==> config.mk <==
export PLATFORM = sky130hd
export DESIGN_NAME = darb_top
export DESIGN_NICKNAME = d
export VERILOG_FILES = /design/src/rtl/darb_pkg.sv /design/src/rtl/darb_swi_pend.sv /design/src/rtl/darb_max_stage.sv /design/src/rtl/darb_pick_stage.sv /design/src/rtl/darb_cmp_stage.sv /design/src/rtl/darb_top.sv
export SDC_FILE = /design/constraint.sdc
export NUM_CORES = 1
export LEC_CHECK = 0
export BUFFER_PORTS_ARGS = -buffer_cell sky130_fd_sc_hd__buf_2
export CORE_ASPECT_RATIO = 0.75
export CORE_MARGIN = 10
export CORE_UTILIZATION = 50
export CTS_BUF_LIST = sky130_fd_sc_hd__clkbuf_2
export DETAILED_ROUTE_END_ITERATION = 12
export PLACE_DENSITY_LB_ADDON = 0.3
export RECOVER_POWER = 25
export SKIP_LAST_GASP = 1
export SYNTH_ARGS = -nofsm -noshare
export SYNTH_HDL_FRONTEND = slang
export SYNTH_SLANG_ARGS = --single-unit
==> constraint.sdc <==
create_clock -name clk -period 50 [get_ports clk]
set_input_delay 5 -clock clk [delete_from_list [all_inputs] [get_ports clk]]
set_output_delay 5 -clock clk [all_outputs]
set_load 0.05 [all_outputs]
==> src/rtl/darb_pkg.sv <==
package darb_pkg;
  localparam int SW_SRC = 8;
  localparam int CPU_N  = 2;
endpackage

==> src/rtl/darb_swi_pend.sv <==
module darb_swi_pend #(
  parameter int SW_N = 8
) (
  input  logic            clk,
  input  logic            rst,
  input  logic [SW_N-1:0] set_i,
  input  logic [SW_N-1:0] clr_i,
  output logic [SW_N-1:0] pend_o
);
  always_ff @(posedge clk) begin
    if (rst) pend_o <= '0;
    else     pend_o <= (pend_o & ~clr_i) | set_i;
  end

  // a set strobe always lands, even with a clear in the same cycle
  p_set_wins_r9: assert property (@(posedge clk) disable iff (rst)
    !$past(rst) |-> ((pend_o & $past(set_i)) == $past(set_i)));

  // a lone clear empties the bit
  p_clr_drops_r9: assert property (@(posedge clk) disable iff (rst)
    !$past(rst) |-> ((pend_o & $past(clr_i & ~set_i)) == '0));
endmodule

==> src/rtl/darb_max_stage.sv <==
module darb_max_stage #(
  parameter int N      = 32,
  parameter int PRIO_W = 4,
  parameter bit CPU_ID = 1'b0
) (
  input  logic                clk,
  input  logic                rst,
  input  logic [N-1:0]        req_i,
  input  logic [N*PRIO_W-1:0] prio_i,
  input  logic [N-1:0]        route_i,
  output logic [PRIO_W-1:0]   max_q,
  output logic [N-1:0]        hit_q
);
  logic [N-1:0]      mine;
  logic [PRIO_W-1:0] max_c;
  logic [N-1:0]      hit_c;

  always_comb begin
    mine = CPU_ID ? (req_i & route_i) : (req_i & ~route_i);
    max_c = '0;
    for (int i = 0; i < N; i++) begin
      if (mine[i] && (prio_i[i*PRIO_W +: PRIO_W] > max_c))
        max_c = prio_i[i*PRIO_W +: PRIO_W];
    end
    for (int i = 0; i < N; i++)
      hit_c[i] = mine[i] && (prio_i[i*PRIO_W +: PRIO_W] == max_c);
  end

  always_ff @(posedge clk) begin
    if (rst) begin
      max_q <= '0;
      hit_q <= '0;
    end else begin
      max_q <= max_c;
      hit_q <= hit_c;
    end
  end

  logic [N-1:0] route_m;
  assign route_m = CPU_ID ? route_i : ~route_i;

  // every candidate left after the max search was routed here
  p_hit_routed_r2: assert property (@(posedge clk) disable iff (rst)
    !$past(rst) |-> ((hit_q & ~$past(route_m)) == '0));

  // candidates were asserted requests
  p_hit_requested_r2: assert property (@(posedge clk) disable iff (rst)
    !$past(rst) |-> ((hit_q & ~$past(req_i)) == '0));
endmodule

==> src/rtl/darb_pick_stage.sv <==
module darb_pick_stage #(
  parameter int N      = 32,
  parameter int PRIO_W = 4,
  parameter int VEC_W  = 9
) (
  input  logic              clk,
  input  logic              rst,
  input  logic [N-1:0]      hit_i,
  input  logic [PRIO_W-1:0] max_i,
  output logic              valid_q,
  output logic [PRIO_W-1:0] prio_q,
  output logic [VEC_W-1:0]  vec_q
);
  logic [VEC_W-1:0] sel_c;

  always_comb begin
    sel_c = '0;
    for (int i = N - 1; i >= 0; i--)
      if (hit_i[i]) sel_c = VEC_W'(i);
  end

  always_ff @(posedge clk) begin
    if (rst) begin
      valid_q <= 1'b0;
      prio_q  <= '0;
      vec_q   <= '0;
    end else begin
      valid_q <= |hit_i;
      prio_q  <= max_i;
      vec_q   <= sel_c;
    end
  end

  logic [N-1:0] below_m;
  assign below_m = (N'(1) << vec_q) - N'(1);

  // no candidate with a smaller vector was passed over
  p_tie_lowest_r4: assert property (@(posedge clk) disable iff (rst)
    valid_q |-> (($past(hit_i) & below_m) == '0));

  // the chosen vector was itself a candidate
  p_pick_member_r4: assert property (@(posedge clk) disable iff (rst)
    valid_q |-> ((($past(hit_i) >> vec_q) & N'(1)) != '0));
endmodule

==> src/rtl/darb_cmp_stage.sv <==
module darb_cmp_stage #(
  parameter int PRIO_W = 4,
  parameter int VEC_W  = 9
) (
  input  logic              clk,
  input  logic              rst,
  input  logic              valid_i,
  input  logic [PRIO_W-1:0] prio_i,
  input  logic [VEC_W-1:0]  vec_i,
  input  logic [PRIO_W-1:0] cur_i,
  output logic              irq_o,
  output logic [VEC_W-1:0]  vec_o
);
  logic fire;
  assign fire = valid_i && (prio_i > cur_i);

  always_ff @(posedge clk) begin
    if (rst) begin
      irq_o <= 1'b0;
      vec_o <= '0;
    end else begin
      irq_o <= fire;
      vec_o <= fire ? vec_i : '0;
    end
  end

  // a priority-0 winner cannot interrupt
  p_zero_prio_r6: assert property (@(posedge clk) disable iff (rst)
    irq_o |-> ($past(prio_i) != '0));
endmodule

==> src/rtl/darb_top.sv <==
module darb_top
  import darb_pkg::*;
#(
  parameter int NUM_PERIPH = 24,
  parameter int PRIO_W     = 4,
  parameter int VEC_W      = 9,
  localparam int N         = SW_SRC + NUM_PERIPH
) (
  input  logic                  clk,
  input  logic                  rst,
  input  logic [SW_SRC-1:0]     sw_set,
  input  logic [SW_SRC-1:0]     sw_clr,
  input  logic [NUM_PERIPH-1:0] periph_req,
  input  logic [N*PRIO_W-1:0]   src_prio,
  input  logic [N-1:0]          src_cpu,
  input  logic [PRIO_W-1:0]     cur_prio0,
  input  logic [PRIO_W-1:0]     cur_prio1,
  output logic                  irq0,
  output logic [VEC_W-1:0]      vec0,
  output logic                  irq1,
  output logic [VEC_W-1:0]      vec1
);
  logic [SW_SRC-1:0]     sw_pend;
  logic [NUM_PERIPH-1:0] periph_q;
  logic [N-1:0]          req_all;

  darb_swi_pend #(.SW_N(SW_SRC)) u_swi (
    .clk(clk), .rst(rst), .set_i(sw_set), .clr_i(sw_clr), .pend_o(sw_pend)
  );

  always_ff @(posedge clk) begin
    if (rst) periph_q <= '0;
    else     periph_q <= periph_req;
  end

  assign req_all = {periph_q, sw_pend};

  logic [PRIO_W-1:0] cur_a   [CPU_N];
  logic [PRIO_W-1:0] max_a   [CPU_N];
  logic [N-1:0]      hit_a   [CPU_N];
  logic              val_a   [CPU_N];
  logic [PRIO_W-1:0] wpr_a   [CPU_N];
  logic [VEC_W-1:0]  wvec_a  [CPU_N];
  logic              irq_a   [CPU_N];
  logic [VEC_W-1:0]  vec_a   [CPU_N];

  assign cur_a[0] = cur_prio0;
  assign cur_a[1] = cur_prio1;

  for (genvar c = 0; c < CPU_N; c++) begin : g_cpu
    darb_max_stage #(.N(N), .PRIO_W(PRIO_W), .CPU_ID(c[0])) u_max (
      .clk(clk), .rst(rst), .req_i(req_all), .prio_i(src_prio),
      .route_i(src_cpu), .max_q(max_a[c]), .hit_q(hit_a[c])
    );
    darb_pick_stage #(.N(N), .PRIO_W(PRIO_W), .VEC_W(VEC_W)) u_pick (
      .clk(clk), .rst(rst), .hit_i(hit_a[c]), .max_i(max_a[c]),
      .valid_q(val_a[c]), .prio_q(wpr_a[c]), .vec_q(wvec_a[c])
    );
    darb_cmp_stage #(.PRIO_W(PRIO_W), .VEC_W(VEC_W)) u_cmp (
      .clk(clk), .rst(rst), .valid_i(val_a[c]), .prio_i(wpr_a[c]),
      .vec_i(wvec_a[c]), .cur_i(cur_a[c]), .irq_o(irq_a[c]), .vec_o(vec_a[c])
    );

    // a raised request names an existing source
    p_vec_range_r1: assert property (@(posedge clk) disable iff (rst)
      irq_a[c] |-> (int'(vec_a[c]) < N));

    // idle processors see vector zero
    p_idle_zero_r8: assert property (@(posedge clk) disable iff (rst)
      !irq_a[c] |-> (vec_a[c] == '0));
  end

  assign irq0 = irq_a[0];
  assign vec0 = vec_a[0];
  assign irq1 = irq_a[1];
  assign vec1 = vec_a[1];

  // outputs are clear on the first cycle after a reset edge
  p_reset_clear_r10: assert property (@(posedge clk)
    $past(rst) |-> (!irq0 && !irq1 && vec0 == '0 && vec1 == '0));
endmodule

==> results.cfg <==
[synthesis]
post_synth_instance_area_um2 = 25600
yosys.area_share.xor_xnor_pct = 11.4
ys_ff_latch = 136
synth_top_family_by_area = compound AO/OA/AOI/OAI gates
yosys_warnings = 0
post_synth_and_or_nand_nor_area_fraction_pct = 27.1
synthMuxAreaShare_pct = 5.79
ys_types = 180
synth-seq-area-share_pct = 10.6
yosysTopAreaCellShare_pct = 10.6
yosys.area.top_type = sky130_fd_sc_hd__dfxtp_1
postSynthAreaPerCell_um2 = 7.65
synth_flop_cell = sky130_fd_sc_hd__dfxtp_1
yosys.cell_count.top_type = sky130_fd_sc_hd__nor2_1
synth_adder_area_share_pct = 7.23
number_of_flops_mapped_to_enable_cells_by_yosys = 0
async_flop_share_pct = 0
synth_compound_gate_area_share_pct = 28.6
netlist_top_cells_area = sky130_fd_sc_hd__dfxtp_1 11%, sky130_fd_sc_hd__xnor2_1 9.3%, sky130_fd_sc_hd__ha_1 6.6%
post_synth_inst_count = 3352
netlist_top_cells_count = 278 x sky130_fd_sc_hd__nor2_1, 272 x sky130_fd_sc_hd__xnor2_1, 266 x sky130_fd_sc_hd__nand2_1, 186 x sky130_fd_sc_hd__inv_1, 167 x sky130_fd_sc_hd__o21ai_0

[clocking]
clock-root-buffer = sky130_fd_sc_hd__clkbuf_2
worst_skew_pair_latency_ns = 0.99
clkSinkCount = 136
clock_path_buffers = 2
worst_setup_hold_path_clk_slew_ns = 0.30
cts-buffers-inserted = 17
clock_tree_from_tritoncts = yes
cts.htree.levels = 4

[global_route]
antenna_violations_before_repair = 9
largest_net_degree_at_the_start_of_global_routing = 69
grt.met1_usage_pct = 39.4
via_count_of_the_first_global_routing_pass = 25700
gr-usage-met2_pct = 39.9
grt_pass1_wl_mm = 137
grt_overflow_total = 0
global_route.usage.total_pct = 27.0
grt_met3_usage_pct = 5.14
grt_busiest_layer = met2

[sta]
post-route-period-util_pct = 97.4
final_max_slew_viol_count = 134
worst_slew_margin_rel_pct = -158
measured_slew_at_the_worst_slew_check_pin_ns = 3.87
post-route-min-period_ns = 48.72
worst_clock_skew_ns = 0.107
max_freq_mhz = 20.5
final-setup-viol-count = 0
timing.final.hold_violations = 0
setup_total_negative_slack_ns = 0

[place]
last_weighted_congestion_value_of_the_routability_driven_placer = 0.976
io_buffer_count = 221
detailed_place_hpwl_mm = 68.7

[worst_setup_path]
critical_path.most_common_cell = sky130_fd_sc_hd__ha_1
path_buf_inv = 22
timing.critical_path.to_type = register
critical_path.startpoint_type = input pin
critPathMaxFanout = 6
path_delay_family = compound AO/OA/AOI/OAI gates
worstPathArrival_ns = 49.60
worstSetupPathDepth = 229
reg2reg_slack_ns = 4.98
crit_path_start = src_cpu[0]
critical_path_class = input pin to register
timing.rr.end = g_cpu[0].u_max.hit_q[4]$_SDFF_PP0_
reg2reg_depth = 227
required_time_worst_endpoint_ns = 50.88
crit_path_top_delay_cell = sky130_fd_sc_hd__or4b_4
timing.critical_path.to = g_cpu[0].u_max.hit_q[4]$_SDFF_PP0_
r2r-start = u_swi.pend_o[0]$_SDFF_PP0_
max_stage_delay_ns = 0.50

[die]
die_area_um2 = 60800
design.core.area_um2 = 50500
die_w_um = 282
initial_core_util_pct = 50.8
row_count = 71
io-pin-count = 230
vertical_die_dimension_um = 216

[status]
failing_checks = max-capacitance violations, max-slew violations
status = complete, but fails checks

[job]
drv.max_cap_violation_count = 2

[drt]
first_pass_iters = 6
detail_route.wirelength_mm = 91.3
drc_errors = 0
routed_length_per_instance_um = 19.7
dr.first_iter.drc_count = 2955
vias_per_cell = 6.21
vias = 28700
drtAntennaViolNets = 0

[finish]
final_nets = 4290
flow.area_growth_from_synthesis_pct = 24.8
post-route-util_pct = 63.4
fillers = 4436
drive_gt1_share_pct = 34.0

[hold_path]
min_from = g_cpu[1].u_max.max_q[0]$_SDFF_PP0_
worstHoldPathType = register to register

[power]
p_leak_uw = 0.0130
p_total_uw = 2580
irDropWorstVdd_uv = 84.9
power_density_nw_per_um2 = 80.5
-- layout by cell type (no fill, tap or decap), types with 22 or more instances in the layout --
cell,n
sky130_fd_sc_hd__ha_1,99
sky130_fd_sc_hd__or3_1,34
sky130_fd_sc_hd__a21oi_2,30
sky130_fd_sc_hd__nand3_1,103
sky130_fd_sc_hd__xnor2_1,271
sky130_fd_sc_hd__mux2_4,22
sky130_fd_sc_hd__buf_4,501
sky130_fd_sc_hd__mux2_2,45
sky130_fd_sc_hd__nor4_1,37
sky130_fd_sc_hd__and3_1,35
sky130_fd_sc_hd__nand4_1,34
sky130_fd_sc_hd__nand2b_1,46
sky130_fd_sc_hd__dfxtp_1,136
sky130_fd_sc_hd__a21oi_1,116
sky130_fd_sc_hd__o21ai_0,114
sky130_fd_sc_hd__nor3_1,126
sky130_fd_sc_hd__xor2_1,58
sky130_fd_sc_hd__a31oi_1,35
sky130_fd_sc_hd__inv_1,184
sky130_fd_sc_hd__nand2_1,258
sky130_fd_sc_hd__nor2_1,270
sky130_fd_sc_hd__o21a_1,32
sky130_fd_sc_hd__o21ai_2,29
sky130_fd_sc_hd__and2_1,33
sky130_fd_sc_hd__o21ai_1,48
sky130_fd_sc_hd__a211oi_1,31
sky130_fd_sc_hd__o211ai_1,46
sky130_fd_sc_hd__mux2i_1,45
sky130_fd_sc_hd__nor2b_1,67
sky130_fd_sc_hd__buf_2,220
-- power breakdown --
| group | switching (uW) | leakage [uW] | internal (uW) |
|---|---|---|---|
| sequential | 6.12 | 0.00111 | 120 |
| combinational | 1240 | 0.0118 | 1120 |
| clock | 62.2 | 0.000175 | 31.4 |
| total | 1300 | 0.0130 | 1270 |
-- area by class of cell --
| class | instances | area (um^2) | share of cell area, % |
|---|---|---|---|
| multi-input combinational | 2850 | 22100 | 68.9 |
| tap | 657 | 822 | 2.57 |
| clock buffer | 17 | 85.1 | 0.266 |
| inverter | 190 | 713 | 2.23 |
| timing repair buffer | 749 | 5350 | 16.7 |
| clock inverter | 15 | 224 | 0.700 |
| antenna | 9 | 22.5 | 0.0704 |
| sequential | 136 | 2720 | 8.51 |
-- routing by layer --
layer  up-vias  share of wire, %
met4         2               2.0
li1      13700                 -
met3       158               9.8
met2      1420                42
met5         -             0.014
met1     13500                46
-- worst min-delay path by stage --
stage          depth (start not counted)                                    to  slack [ns]
2_1_floorplan                          1    g_cpu[0].u_cmp.vec_o[0]$_SDFF_PP0_        0.41
3_3_place_gp                           1  g_cpu[1].u_pick.prio_q[1]$_SDFF_PP0_        0.42
3_5_place_dp                           1  g_cpu[1].u_pick.prio_q[0]$_SDFF_PP0_        0.42
4_1_cts                                1  g_cpu[0].u_pick.prio_q[0]$_SDFF_PP0_        0.46
5_1_grt                                1  g_cpu[1].u_pick.prio_q[0]$_SDFF_PP0_        0.48
6_report                               1  g_cpu[1].u_pick.prio_q[0]$_SDFF_PP0_        0.46
-- flip-flops by register name, indices dropped and copies added (netlist names) --
name and flops:
g_cpu.u_cmp.irq_o 2, g_cpu.u_cmp.vec_o 10, g_cpu.u_max.hit_q 64, g_cpu.u_max.max_q 8, g_cpu.u_pick.prio_q 8, g_cpu.u_pick.valid_q 2, g_cpu.u_pick.vec_q 10, periph_q 24
u_swi.pend_o 8
-- cells by family (layout without fill, tap and decap cells) --
logic type | count (synthesis) | after routing
multiplexers | 133 | 133
other | 1 | 17
adder cells (fa/ha/maj) | 151 | 151
AO/OA/AOI/OAI | 934 | 934
XOR/XNOR | 332 | 332
buffers and inverters | 373 | 971
flip-flops | 136 | 136
AND/OR/NAND/NOR | 1292 | 1292
-- metrics by stage --
stage	hold WS, ns	std cells	instance area, um^2	setup WS, ns
after detailed placement	0.420	4499	29500	-1.50
after floorplan	0.406	3359	25700	0.523
after CTS	0.463	4534	29900	0.0388
after global routing	0.478	4619	32000	-0.921
after global placement	0.419	4499	29500	-0.379
final	0.462	4623	32000	1.28
-- repair_timing --
action,4_1_cts,5_1_grt
hold buffers,0,0
pin swaps,5,132
setup endpoints to repair,36,72
cloned,0,3
gates resized for setup,17,326
setup buffers,3,77
No activity file was read; power rests on OpenSTA's default activity.
